<file path="src/rtl/ptp_time_pkg.sv">
package ptp_time_pkg;

    localparam longint unsigned NS_PER_SEC = 64'd1000000000;

    // Period of the clock in units of 2^-frac_w ns, rounded down.
    function automatic longint unsigned nominal_increment(
        input longint unsigned freq_hz,
        input int unsigned     frac_w
    );
        return (NS_PER_SEC << frac_w) / freq_hz;
    endfunction

    // What a host-timestamp strobe does in the current cycle.
    typedef enum logic [1:0] {
        SYNC_IGNORE = 2'd0,
        SYNC_LOAD   = 2'd1,
        SYNC_TUNE   = 2'd2
    } sync_action_e;

endpackage

</file>
<file path="src/rtl/ptp_incr_ctrl.sv">
// Decides between one-time load and increment tuning; owns the correction.
module ptp_incr_ctrl
    import ptp_time_pkg::*;
#(
    parameter int                INC_W   = 32,
    parameter int                ADJ_W   = 32,
    parameter logic [INC_W-1:0]  NOM_INC = '0
) (
    input  logic                    clk,
    input  logic                    rst_n,
    input  logic                    adj_en,
    input  logic                    sync_valid,
    input  logic signed [ADJ_W-1:0] incr_adj,
    output logic                    load_now,
    output logic                    time_set,
    output logic [INC_W-1:0]        eff_inc
);

    localparam int SUM_W = ((INC_W > ADJ_W) ? INC_W : ADJ_W) + 2;
    localparam logic signed [SUM_W-1:0] INC_MAX =
        $signed({{(SUM_W-INC_W){1'b0}}, {INC_W{1'b1}}});

    typedef struct packed {
        logic                    set;
        logic signed [ADJ_W-1:0] adj;
    } ctrl_t;

    ctrl_t                   ctrl_d, ctrl_q;
    sync_action_e            action;
    logic signed [SUM_W-1:0] inc_sum;
    logic [INC_W-1:0]        inc_d;

    always_comb begin
        action = SYNC_IGNORE;
        if (sync_valid && adj_en) begin
            action = ctrl_q.set ? SYNC_TUNE : SYNC_LOAD;
        end

        ctrl_d = ctrl_q;
        case (action)
            SYNC_LOAD: ctrl_d.set = 1'b1;
            SYNC_TUNE: ctrl_d.adj = incr_adj;
            default:   ctrl_d = ctrl_q;
        endcase
        if (!adj_en) begin
            ctrl_d.set = 1'b0;
            ctrl_d.adj = '0;
        end

        inc_sum = $signed({{(SUM_W-INC_W){1'b0}}, NOM_INC}) + SUM_W'(ctrl_q.adj);
        if (inc_sum < 0) begin
            inc_d = '0;
        end else if (inc_sum > INC_MAX) begin
            inc_d = '1;
        end else begin
            inc_d = inc_sum[INC_W-1:0];
        end
    end

    always_ff @(posedge clk or negedge rst_n) begin
        if (!rst_n) begin
            ctrl_q <= '0;
        end else begin
            ctrl_q <= ctrl_d;
        end
    end

    assign load_now = (action == SYNC_LOAD);
    assign time_set = ctrl_q.set;
    assign eff_inc  = inc_d;

endmodule

</file>
<file path="src/rtl/ptp_time_accum.sv">
// Seconds / nanoseconds / fraction register with one-second carry and load.
module ptp_time_accum
    import ptp_time_pkg::*;
#(
    parameter int SEC_W  = 48,
    parameter int NS_W   = 30,
    parameter int FRAC_W = 24,
    parameter int INC_W  = 32
) (
    input  logic              clk,
    input  logic              rst_n,
    input  logic              load,
    input  logic [SEC_W-1:0]  load_sec,
    input  logic [NS_W-1:0]   load_ns,
    input  logic [INC_W-1:0]  inc,
    output logic [SEC_W-1:0]  sec,
    output logic [NS_W-1:0]   ns,
    output logic [FRAC_W-1:0] frac
);

    localparam int SUB_W = NS_W + FRAC_W;
    localparam int SUM_W = SUB_W + 1;
    localparam logic [SUM_W-1:0] ONE_SEC = SUM_W'(NS_PER_SEC << FRAC_W);

    typedef struct packed {
        logic [SEC_W-1:0] sec;
        logic [SUB_W-1:0] sub;
    } acc_t;

    acc_t             acc_d, acc_q;
    logic [SUM_W-1:0] sub_sum;

    always_comb begin
        acc_d   = acc_q;
        sub_sum = {1'b0, acc_q.sub} + SUM_W'(inc);
        if (sub_sum >= ONE_SEC) begin
            acc_d.sub = SUB_W'(sub_sum - ONE_SEC);
            acc_d.sec = acc_q.sec + SEC_W'(1);
        end else begin
            acc_d.sub = sub_sum[SUB_W-1:0];
        end
        if (load) begin
            acc_d.sec = load_sec;
            acc_d.sub = {load_ns, {FRAC_W{1'b0}}};
        end
    end

    always_ff @(posedge clk or negedge rst_n) begin
        if (!rst_n) begin
            acc_q <= '0;
        end else begin
            acc_q <= acc_d;
        end
    end

    assign sec  = acc_q.sec;
    assign ns   = acc_q.sub[SUB_W-1:FRAC_W];
    assign frac = acc_q.sub[FRAC_W-1:0];

endmodule

</file>
<file path="src/rtl/ptp_event_capture.sv">
// Snapshot of the time vector taken on an event strobe.
module ptp_event_capture #(
    parameter int TIME_W = 102
) (
    input  logic              clk,
    input  logic              rst_n,
    input  logic              strobe,
    input  logic [TIME_W-1:0] time_in,
    output logic              cap_valid,
    output logic [TIME_W-1:0] cap_time
);

    typedef struct packed {
        logic              valid;
        logic [TIME_W-1:0] stamp;
    } cap_t;

    cap_t cap_d, cap_q;

    always_comb begin
        cap_d       = cap_q;
        cap_d.valid = strobe;
        if (strobe) begin
            cap_d.stamp = time_in;
        end
    end

    always_ff @(posedge clk or negedge rst_n) begin
        if (!rst_n) begin
            cap_q <= '0;
        end else begin
            cap_q <= cap_d;
        end
    end

    assign cap_valid = cap_q.valid;
    assign cap_time  = cap_q.stamp;

endmodule

</file>
<file path="src/rtl/ptp_time_counter.sv">
module ptp_time_counter
    import ptp_time_pkg::*;
#(
    parameter longint unsigned CLK_FREQ_HZ = 100446545,
    parameter int              SEC_W       = 48,
    parameter int              NS_W        = 30,
    parameter int              FRAC_W      = 24,
    parameter int              INC_W       = 32,
    parameter int              ADJ_W       = 32
) (
    input  logic                    clk,
    input  logic                    rst_n,
    input  logic                    adj_en,
    input  logic                    sync_valid,
    input  logic [SEC_W-1:0]        sync_sec,
    input  logic [NS_W-1:0]         sync_ns,
    input  logic signed [ADJ_W-1:0] incr_adj,
    input  logic                    evt_strobe,
    output logic [SEC_W-1:0]        time_sec,
    output logic [NS_W-1:0]         time_ns,
    output logic [FRAC_W-1:0]       time_frac,
    output logic                    time_set,
    output logic                    evt_valid,
    output logic [SEC_W-1:0]        evt_sec,
    output logic [NS_W-1:0]         evt_ns,
    output logic [FRAC_W-1:0]       evt_frac
);

    localparam int TIME_W = SEC_W + NS_W + FRAC_W;
    localparam logic [INC_W-1:0] NOM_INC =
        INC_W'(nominal_increment(CLK_FREQ_HZ, FRAC_W));

    logic              load_now;
    logic [INC_W-1:0]  eff_inc;
    logic [TIME_W-1:0] cap_time;

    ptp_incr_ctrl #(
        .INC_W   (INC_W),
        .ADJ_W   (ADJ_W),
        .NOM_INC (NOM_INC)
    ) u_ctrl (
        .clk        (clk),
        .rst_n      (rst_n),
        .adj_en     (adj_en),
        .sync_valid (sync_valid),
        .incr_adj   (incr_adj),
        .load_now   (load_now),
        .time_set   (time_set),
        .eff_inc    (eff_inc)
    );

    ptp_time_accum #(
        .SEC_W  (SEC_W),
        .NS_W   (NS_W),
        .FRAC_W (FRAC_W),
        .INC_W  (INC_W)
    ) u_accum (
        .clk      (clk),
        .rst_n    (rst_n),
        .load     (load_now),
        .load_sec (sync_sec),
        .load_ns  (sync_ns),
        .inc      (eff_inc),
        .sec      (time_sec),
        .ns       (time_ns),
        .frac     (time_frac)
    );

    ptp_event_capture #(
        .TIME_W (TIME_W)
    ) u_evt (
        .clk       (clk),
        .rst_n     (rst_n),
        .strobe    (evt_strobe),
        .time_in   ({time_sec, time_ns, time_frac}),
        .cap_valid (evt_valid),
        .cap_time  (cap_time)
    );

    assign {evt_sec, evt_ns, evt_frac} = cap_time;

endmodule

</file>
<file path="config.mk">
export PLATFORM = sky130hd
export DESIGN_NAME = ptp_time_counter
export DESIGN_NICKNAME = d
export VERILOG_FILES = /design/src/rtl/ptp_time_pkg.sv /design/src/rtl/ptp_incr_ctrl.sv /design/src/rtl/ptp_time_accum.sv /design/src/rtl/ptp_event_capture.sv /design/src/rtl/ptp_time_counter.sv
export SDC_FILE = /design/constraint.sdc
export NUM_CORES = 1
export LEC_CHECK = 0
export ABC_AREA = 1
export CAP_MARGIN = 15
export CORE_ASPECT_RATIO = 1.25
export CORE_MARGIN = 2
export CORE_UTILIZATION = 55
export CTS_BUF_LIST = sky130_fd_sc_hd__clkbuf_16
export DETAILED_ROUTE_END_ITERATION = 8
export PLACE_DENSITY_LB_ADDON = 0.25
export REMOVE_ABC_BUFFERS = 1
export SETUP_SLACK_MARGIN = 0.3
export SYNTH_ARGS = -nofsm -noshare
export SYNTH_HDL_FRONTEND = slang
export SYNTH_HIERARCHICAL = 1
export SYNTH_SLANG_ARGS = --single-unit
</file>
<file path="constraint.sdc">
create_clock -name clk -period 6.67 [get_ports clk]
set_input_delay 1.334 -clock clk [delete_from_list [all_inputs] [get_ports clk]]
set_output_delay 1.334 -clock clk [all_outputs]
set_load 0.05 [all_outputs]
</file>
# Word level (Yosys, flattened, before mapping)
# Cells that the tools add are included.
[word_totals] wordCells=29 output_inout_bits=206 in_bits=115 regBits=238
[op_classes] n_addsub=4 muxes=10 n_lt_le_gt_ge=3 n_reduce_logical=2 eq_ne=4
[ops] op="2-to-1 mux 102 bit" count=1
[ops] op="2-to-1 mux 32 bit" count=3
[ops] op="adder 54 x 32 -> 55 bit" count=1
[ops] op="greater-or-equal comparator 55 x 54 -> 1 bit, second input constant" count=1
[ops] op="2-to-1 mux 54 bit" count=1
[ops] op="subtractor 54 bit, second input constant" count=1
[ops] op="adder 48 x 1 -> 48 bit, second input constant" count=1
[ops] op="2-to-1 mux 48 bit" count=1
[ops] op="> comparator 34 x 33 -> 1 bit, second input constant" count=1
[ops] op="less-than comparator 34 x 1 -> 1 bit, second input constant" count=1
[ops] op="adder 29 x 32 -> 33 bit, first input constant" count=1
[ops] op="2-to-1 mux 33 bit" count=1
[ops] op="2-to-1 mux 2 bit" count=2
[ops] op="!= test 2 x 1 -> 1 bit, second input constant" count=2
[ops] op="== test 2 x 1 -> 1 bit, second input constant" count=1
[ops] op="== test 2 bit, second input constant" count=1
[ops] op="nonzero test 2 bit" count=1
[ops] op="logical AND 1 bit" count=1
[ops] op="2-to-1 mux 1 bit" count=1

# Logic depth before layout (Yosys ltp)
# Gate-level depths: netlist of run 1.
[depth] ltp_word=8 ltp_mapped=35 mapped_depth_nobuf=35

# Cells and area by module
# Netlist of run 1, hierarchy kept.
[modules_own_cells] module="ptp_time_accum" area_each_um2=9650.5 seq_area_each_um2=2552.4 cells_each=1655 instances=1
[modules_own_cells] module="ptp_event_capture" area_each_um2=3836.2 seq_area_each_um2=2577.5 cells_each=432 instances=1
[modules_own_cells] module="ptp_incr_ctrl" area_each_um2=2834.0 seq_area_each_um2=825.8 cells_each=465 instances=1

# Worst setup path after synthesis of run 1
# OpenSTA, ideal clock, no wires.
[synth_timing] path_kind="reg-to-reg" start="register u_ctrl/ctrl_q[21] in the netlist's numbering" end="register u_accum.acc_q, in the netlist u_accum/sec[16]" path_buffers=2 required_time_ps=6543 path_stages_with_launch=31 arrival_time_ps=3634 slack_ps=2909 synth_period_minus_slack_ps=3761 setup_time_ps=127 cell_sequence="dfrtp_1 nor2_2 nand3_1 inv_1 nor2_1 nor2_2 nand3_4 buf_12 nand2_2 inv_2 ha_1 fa_1 nand2_1 nand3_1 nand3_1 nand2_1 nand2_1 nand2_1 nand2_1 nand3_1 nand2_1 nand2_1 nor2_1 nand2_1 nor2_1 nand3_2 nand3_4 nor2_8 buf_2 nand2_1 nand3_1"
[synth_between] elab_chain_len=7 elab_cells_between_ends=8 classes_between="2 x add/sub; 3 x order compare; 2 x mux; 1 x reduce/logical"
[synth_rtl] item="start, declared" line="ptp_incr_ctrl.sv:28" source="ctrl_t ctrl_d, ctrl_q;"
[synth_rtl] item="start signal, assigned" line="ptp_incr_ctrl.sv:64" source="ctrl_q <= ctrl_d;"
[synth_rtl] item="adder 29 x 32 -> 33 bit (*)" line="ptp_incr_ctrl.sv:50" source="inc_sum = $signed({{(SUM_W-INC_W){1'b0}}, NOM_INC}) + SUM_W'(ctrl_q.adj);"
[synth_rtl] item="> comparator 34 x 33 -> 1 bit" line="ptp_incr_ctrl.sv:53" source="end else if (inc_sum > INC_MAX) begin"
[synth_rtl] item="2-to-1 mux 32 bit" line="ptp_incr_ctrl.sv:53"
[synth_rtl] item="2-to-1 mux 32 bit (*)" line="ptp_incr_ctrl.sv:51" source="if (inc_sum < 0) begin"
[synth_rtl] item="net eff_inc[0]" line="ptp_time_counter.sv:34" source="logic [INC_W-1:0] eff_inc;"
[synth_rtl] item="adder 54 x 32 -> 55 bit (*)" line="ptp_time_accum.sv:35" source="sub_sum = {1'b0, acc_q.sub} + SUM_W'(inc);"
[synth_rtl] item="greater-or-equal comparator 55 x 54 -> 1 bit (*)" line="ptp_time_accum.sv:36" source="if (sub_sum >= ONE_SEC) begin"
[synth_rtl] item="nonzero test 2 bit (no source line) (*)"
[synth_rtl] item="end signal, assigned" line="ptp_time_accum.sv:50" source="acc_q <= '0;"
[synth_rtl] item="end signal, assigned" line="ptp_time_accum.sv:52" source="acc_q <= acc_d;"
[synth_rtl] item="end, declared" line="ptp_time_accum.sv:30" source="acc_t acc_d, acc_q;"
# Mark *: on every way through the listed nets, which the timed path passes. The rest lies on a longest branch.
# A chain may end at the register's enable or synchronous reset.

# Worst setup path in the final report of run 1
[layout_timing] start="register u_ctrl/ctrl_q[9] in the netlist's numbering" end="register u_accum.acc_q, in the netlist u_accum/sec[44]"
# Same word-level chain as after synthesis.

==> results of run 1 <==
==> kinds of logic (layout without fill, tap and decap cells) <==
| family | count (synthesis) | in the layout |
|---|---|---|
| and+or+nand+nor | 1695 | 1695 |
| buffers and inverters | 407 | 716 |
| DFF | 238 | 238 |
| AOI/OAI and AO/OA | 115 | 115 |
| xor gates and xnor gates | 61 | 61 |
| adders and majority gates | 36 | 36 |
==> synthesized netlist by cell type, drive strengths merged <==
| cell type | count |
|---|---|
| a21o | 1 |
| nand4 | 44 |
| fa | 1 |
| nor4 | 12 |
| a21boi | 1 |
| a21oi | 38 |
| o21ai | 68 |
| nor3b | 6 |
| and2 | 5 |
| o31ai | 1 |
| buf | 41 |
| xnor2 | 27 |
| nand3 | 229 |
| and3 | 2 |
| xor2 | 34 |
| ha | 35 |
| clkinv | 1 |
| or2 | 10 |
| inv | 340 |
| nand2 | 1110 |
| dfrtp | 238 |
| nand3b | 10 |
| nor3 | 35 |
| a31oi | 6 |
| clkbuf | 25 |
| nor2 | 232 |
==> registers in the layout, indices dropped and copies added (netlist names) <==
name	count
u_accum/ns	30
u_ctrl/ctrl_q	32
u_accum/sec	48
u_evt/cap_valid	1
u_accum/frac	24
u_evt/cap_time	102
u_ctrl/time_set	1
==> routing by layer <==
layer	vias to the layer above	routed length, µm
met3	203	3630
met2	743	28000
met4	0	3650
li1	8466	-
met1	8048	20200
met5	-	0
==> layout make-up <==
cell class	count	area, µm²
Fill cell	2521	8610
Sequential cell	238	5960
Multi-Input combinational cell	1907	8750
Tap cell	396	495
Inverter	341	1280
Clock inverter	20	225
Clock buffer	26	651
Timing Repair Buffer	329	3290
==> metrics by stage <==
step	power, mW	hold WS (ns)	setup TNS (ns)	utilization (%)	instance area (µm²)
final	8.79	0.467	0	70.6	20600
after global routing	9.31	0.485	0	70.6	20600
after CTS	8.79	0.473	0	70.6	20600
after detailed placement	7.24	0.457	0	67.6	19800
after global placement	7.16	0.452	0	67.6	19800
after floorplan	5.55	0.480	-115.84	-	16000
==> report_power, final <==
group / internal, mW / switching (mW)
combinational: 1.55 / 3.36
clock: 0.897 / 0.616
sequential: 1.87 / 0.498
==> worst min-delay path, stage by stage (launching register included) <==
cell and delay (ns):
dfrtp_1 0.34, nand2_1 0.05, nand2_1 0.05
==> worst paths after layout <==
| check | to | start | slack (ns) | cells past startpoint |
|---|---|---|---|---|
| max | u_accum/sec[44] | u_ctrl/ctrl_q[9] | 0.99 | 26 |
| min | u_evt/cap_time[66] | u_evt/cap_time[66] | 0.47 | 2 |
| max reg2reg | u_accum/sec[44] | u_ctrl/ctrl_q[9] | 0.99 | 26 |
| min reg2reg | u_evt/cap_time[66] | u_evt/cap_time[66] | 0.47 | 2 |
| max in group asynchronous | u_evt/cap_time[92] | rst_n | 4.65 | 2 |
| min in group asynchronous | u_ctrl/ctrl_q[7] | rst_n | 0.81 | 1 |
==> flow_summary_export.csv, run 1 <==
group,metric,value,unit
sta,finalCritPeriodShare,85.2,%
clock_tree,holdBufCountCts,0,
synth,synth-compound-area-share,3.75,%
finish,final_common_cell,"nand2_1",
worst_setup_path,path_buf_inv,0,
placed_design,pre_cts_slack,1.19,ns
worst_setup_path,cp_data_required_time,7.12,ns
worst_setup_path,cpPeakStageDelay,0.81,ns
floorplan,fp.dieH,197,µm
sta,finalSetupViolCount,0,
global_routing,grt_util_all_layers,35.4,%
global_routing,global_route.usage.met3,6.73,%
sta,slew-limit-headroom,24.1,%
power_and_ir_drop,power.density,426,nW/µm²
drt,drt_wl_total,55500,µm
synth,synth_seq_cells,238,
sta,setup_slack,0.986,ns
synth,yosys.area.top_type,"dfrtp_1",
global_routing,grt_max_degree,130,
global_routing,grt_pass1_vias,17400,
floorplan,initial_core_util,55.8,%
sta,max_clock_freq,176,MHz
finish,antennaDiodeCount,0,
worst_setup_path,cp-start-kind,"flop",
clock_tree,clock_sinks,238,
placed_design,place_congestion,1.05,
run_status,status,"finished, final reports clean",
synth,yosysUniqueCellTypes,43,
drt,post_drt_wl_per_cell,17.0,µm
job,drv_cap,0,
synth,yosys.area_share.simple,43.7,%
clock_tree,cts_tree,"yes",
finish,syn2layout_area_growth,26.5,%
finish,layout_common_cells,"nand2_1, clkdlybuf4s50_1, inv_1, dfrtp_1, nand3_1",
clock_tree,post_cts_buffers,0,
worst_setup_path,crit_fanout,55,
sta,fin_worst_skew,0.0312,ns
global_routing,gr-total-overflow,0,
drt,dr_total_vias,17500,
clock_tree,post_cts_resize_count,0,
finish,final_cells,3257,
global_routing,use_met2,63.8,%
synth,syn_inst,2552,
placed_design,dp.cells,3211,
drt,postRouteAntennaNets,0,
finish,fin_nets,2994,
synth,syn_area,16300,µm²
global_routing,antenna_found_initial,0,
sta,period_minus_slack,5.68,ns
synth,synth_mux_area_share,0,%
sta,tightest_slew,1.14,ns
placed_design,dp_hpwl,42100,µm
global_routing,top_usage_layer,"met2",
clock_tree,root_buffer,"clkbuf_16",
floorplan,core_area,29300,µm²
drt,drc,0,
clock_tree,clk_latency,0.56,ns
synth,synth_xor_area_share,3.27,%
power_and_ir_drop,power_leakage,10.6,nW
clock_tree,cts_made_buffers,26,
global_routing,grt_pass1_wl,87100,µm
floorplan,die_x,158,µm
synth,synthAdderAreaFrac,2.81,%
sta,grt_setup_unrepaired,"no",
worst_setup_path,critPathArrivalTime,6.14,ns
drt,vias_per_cell,5.36,
finish,layout-drive-gt1-share,5.00,%
worst_setup_path,cpMostUsedCell,"nand2_1",
synth,avgSynthCellArea,6.40,µm²
worst_setup_path,end_kind,"flop",
power_and_ir_drop,vdd_drop_max,0.000368,V
drt,first_iter_violations,1196,
floorplan,die_area,31100,µm²
clock_tree,cts.clk_slew.worst_paths,0.06,ns
sta,drv_slew,0,
global_routing,use_met1,38.3,%
synth,synth-seq-area-share,36.5,%
sta,finalHoldViolCount,0,
worst_setup_path,cp_slowest_cell,"nor2_8",
drt,first_pass_iters,5,
min_path,hold_path.class,"reg2reg",
floorplan,rows,70,
worst_setup_path,crit_family,"simple AND/OR/NAND/NOR gates",
synth,synth_top_family_by_area,"simple AND/OR/NAND/NOR gates",
placed_design,port_buffers,320,
synth,synth_top_area_share,36.5,%
synth,synth.area.top_cells,"dfrtp_1, nand2_1, inv_1",
clock_tree,clockBufferDepth,3,
worst_setup_path,criticalPathCategory,"reg2reg",
clock_tree,htreeDepth,1,
synth,ys_warn_count,6,
floorplan,io-pin-count,321,
No activity file was read; power rests on OpenSTA's default activity.
==> run 2: changes to the inputs <==
Settings changed: CTS_BUF_LIST sky130_fd_sc_hd__clkbuf_16 to sky130_fd_sc_hd__clkbuf_8.
==> flow_summary_export.csv, run 2 (synthesis gave the netlist of run 1 again) <==
group,metric,value,unit
sta,period_minus_slack,5.67,ns
worst_setup_path,criticalPathCategory,"reg2reg",
floorplan,die_area,31100,µm²
clock_tree,root_buffer,"clkbuf_8",
global_routing,grt_pass1_wl,87300,µm
global_routing,grt_max_degree,130,
sta,max_clock_freq,176,MHz
finish,final_common_cell,"nand2_1",
power_and_ir_drop,vdd_drop_max,0.000324,V
power_and_ir_drop,seqPwrFrac,27.2,%
worst_setup_path,cp-start-kind,"flop",
drt,post_drt_wl_per_cell,16.9,µm
worst_setup_path,cp_data_required_time,7.16,ns
job,drv_cap,0,
floorplan,initial_core_util,55.8,%
finish,fin_nets,3009,
run_status,status,"finished, final reports clean",
clock_tree,cts.clk_slew.worst_paths,0.06,ns
finish,antennaDiodeCount,0,
finish,layout-drive-gt1-share,5.93,%
placed_design,dp.cells,3211,
finish,final_cells,3280,
clock_tree,clockBufferDepth,3,
worst_setup_path,crit_fanout,55,
power_and_ir_drop,switching_share,51.4,%
worst_setup_path,r2r-start,"u_ctrl/ctrl_q[10]",
min_path,hold_path.class,"reg2reg",
sta,finalSetupViolCount,0,
sta,slew-limit-headroom,23.5,%
finish,largest_reg_flops,102,
placed_design,dp_hpwl,42100,µm
power_and_ir_drop,power_leakage,10.6,nW
drt,drt_wl_total,55400,µm
sta,setup_slack,0.997,ns
floorplan,io-pin-count,321,
power_and_ir_drop,pwr-share-comb,56.2,%
clock_tree,holdBufCountCts,0,
placed_design,pre_cts_slack,1.19,ns
placed_design,port_buffers,320,
finish,layout_common_cells,"nand2_1, clkdlybuf4s50_1, inv_1, dfrtp_1, nand3_1",
placed_design,place_congestion,1.05,
sta,finalCritPeriodShare,85.0,%
global_routing,gr-total-overflow,0,
power_and_ir_drop,power.density,423,nW/µm²
sta,grt_setup_unrepaired,"no",
sta,finalHoldViolCount,0,
worst_setup_path,critPathArrivalTime,6.16,ns
floorplan,rows,70,
drt,postRouteAntennaNets,0,
sta,hold_slack,0.467,ns
drt,dr_total_vias,17500,
sta,drv_slew,0,
floorplan,core_area,29300,µm²
global_routing,grt_util_all_layers,35.6,%
clock_tree,clk_latency,0.59,ns
finish,syn2layout_area_growth,26.6,%
drt,vias_per_cell,5.33,
clock_tree,cts_tree,"yes",
power_and_ir_drop,internal_power,4.25,mW
clock_tree,clock_sinks,238,
sta,fin_worst_skew,0.0267,ns
clock_tree,post_cts_resize_count,0,
global_routing,grt_pass1_vias,17500,
drt,first_iter_violations,1337,
clock_tree,htreeDepth,2,
floorplan,fp.dieH,197,µm
drt,drc,0,
min_path,worstHoldStart,"u_evt/cap_time[100]",
worst_setup_path,end_kind,"flop",
clock_tree,cts_made_buffers,41,
floorplan,die_x,158,µm
worst_setup_path,crit_path_start,"u_ctrl/ctrl_q[10]",
sta,tightest_slew,1.15,ns
global_routing,antenna_found_initial,0,
drt,first_pass_iters,6,
power_and_ir_drop,p_sw,4.49,mW
power_and_ir_drop,power.share.clock,16.7,%
clock_tree,post_cts_buffers,0,
## run 2: changes by cell type in the layout (fill, tap and decap cells not counted), sizes merged
cell	change
clkinv	-5
bufinv	-2
inv	+2
clkbuf	+27
clkinvlp	+1
## run 2: power by group through the flow
stage	logic, mW	clock network, mW	registers (mW)
floorplan	1.88	0	3.67
global placement	4.79	0	2.37
detailed placement	4.85	0	2.38
CTS	4.88	1.48	2.37
global route	5.28	1.54	2.43
finish	4.91	1.46	2.37
## run 2: path summary, 6_finish.rpt
kind                       depth (start not counted)                  end  slack, ns
max                                               26      u_accum/sec[44]        1.0
min                                                2  u_evt/cap_time[100]       0.47
max reg2reg                                       26      u_accum/sec[44]        1.0
min reg2reg                                        2  u_evt/cap_time[100]       0.47
max in group asynchronous                          2       u_accum/ns[22]       4.68
min in group asynchronous                          1   u_evt/cap_time[10]       0.78
## run 2: routing by layer
layer / global-route usage [%] / wire length (µm) / vias to the layer above
met5: 0 / 0 / -
met4: 21.0 / 3580 / 0
met3: 7.08 / 3640 / 212
met2: 64.1 / 28200 / 750
met1: 38.1 / 20100 / 8012
li1: - / - / 8496
## run 2: area by class of cell
cell class                      instances  area [µm²]
Multi-Input combinational cell       1907        8750
Fill cell                            2508        8600
Tap cell                              396         495
Sequential cell                       238        5960
Timing Repair Buffer                  329        3290
Clock inverter                         16         159
Inverter                              341        1280
Clock buffer                           53         729
## run 2: worst max-delay path, cell delays in order (launching register included)
cell,delay [ns]
dfrtp_1,0.39
nor2_1,0.28
nand3_1,0.13
nand2_1,0.09
nand2_2,0.10
nand2_2,0.11
nand3_4,0.27
inv_2,0.26
nor2_1,0.08
ha_1,0.34
nand2_1,0.14
inv_1,0.05
a21oi_1,0.34
nor2_1,0.10
o21ai_0,0.43
nand3_1,0.17
nand2_1,0.09
nand2_1,0.10
nand2_1,0.11
nand2_1,0.10
nand3_1,0.08
nand2_1,0.08
nand2_1,0.13
nand3_4,0.51
nor2_8,0.80
nand2_1,0.11
o21ai_1,0.12
## run 2: through the flow
stage                     cell area, µm²  setup TNS, ns  power, mW  utilization [%]
after floorplan                    16000        -115.84       5.55                -
after global placement             19800              0       7.16             67.6
after detailed placement           19800              0       7.24             67.6
after CTS                          20700              0       8.73             70.6
after global routing               20700              0       9.25             70.6
final                              20700              0       8.74             70.6
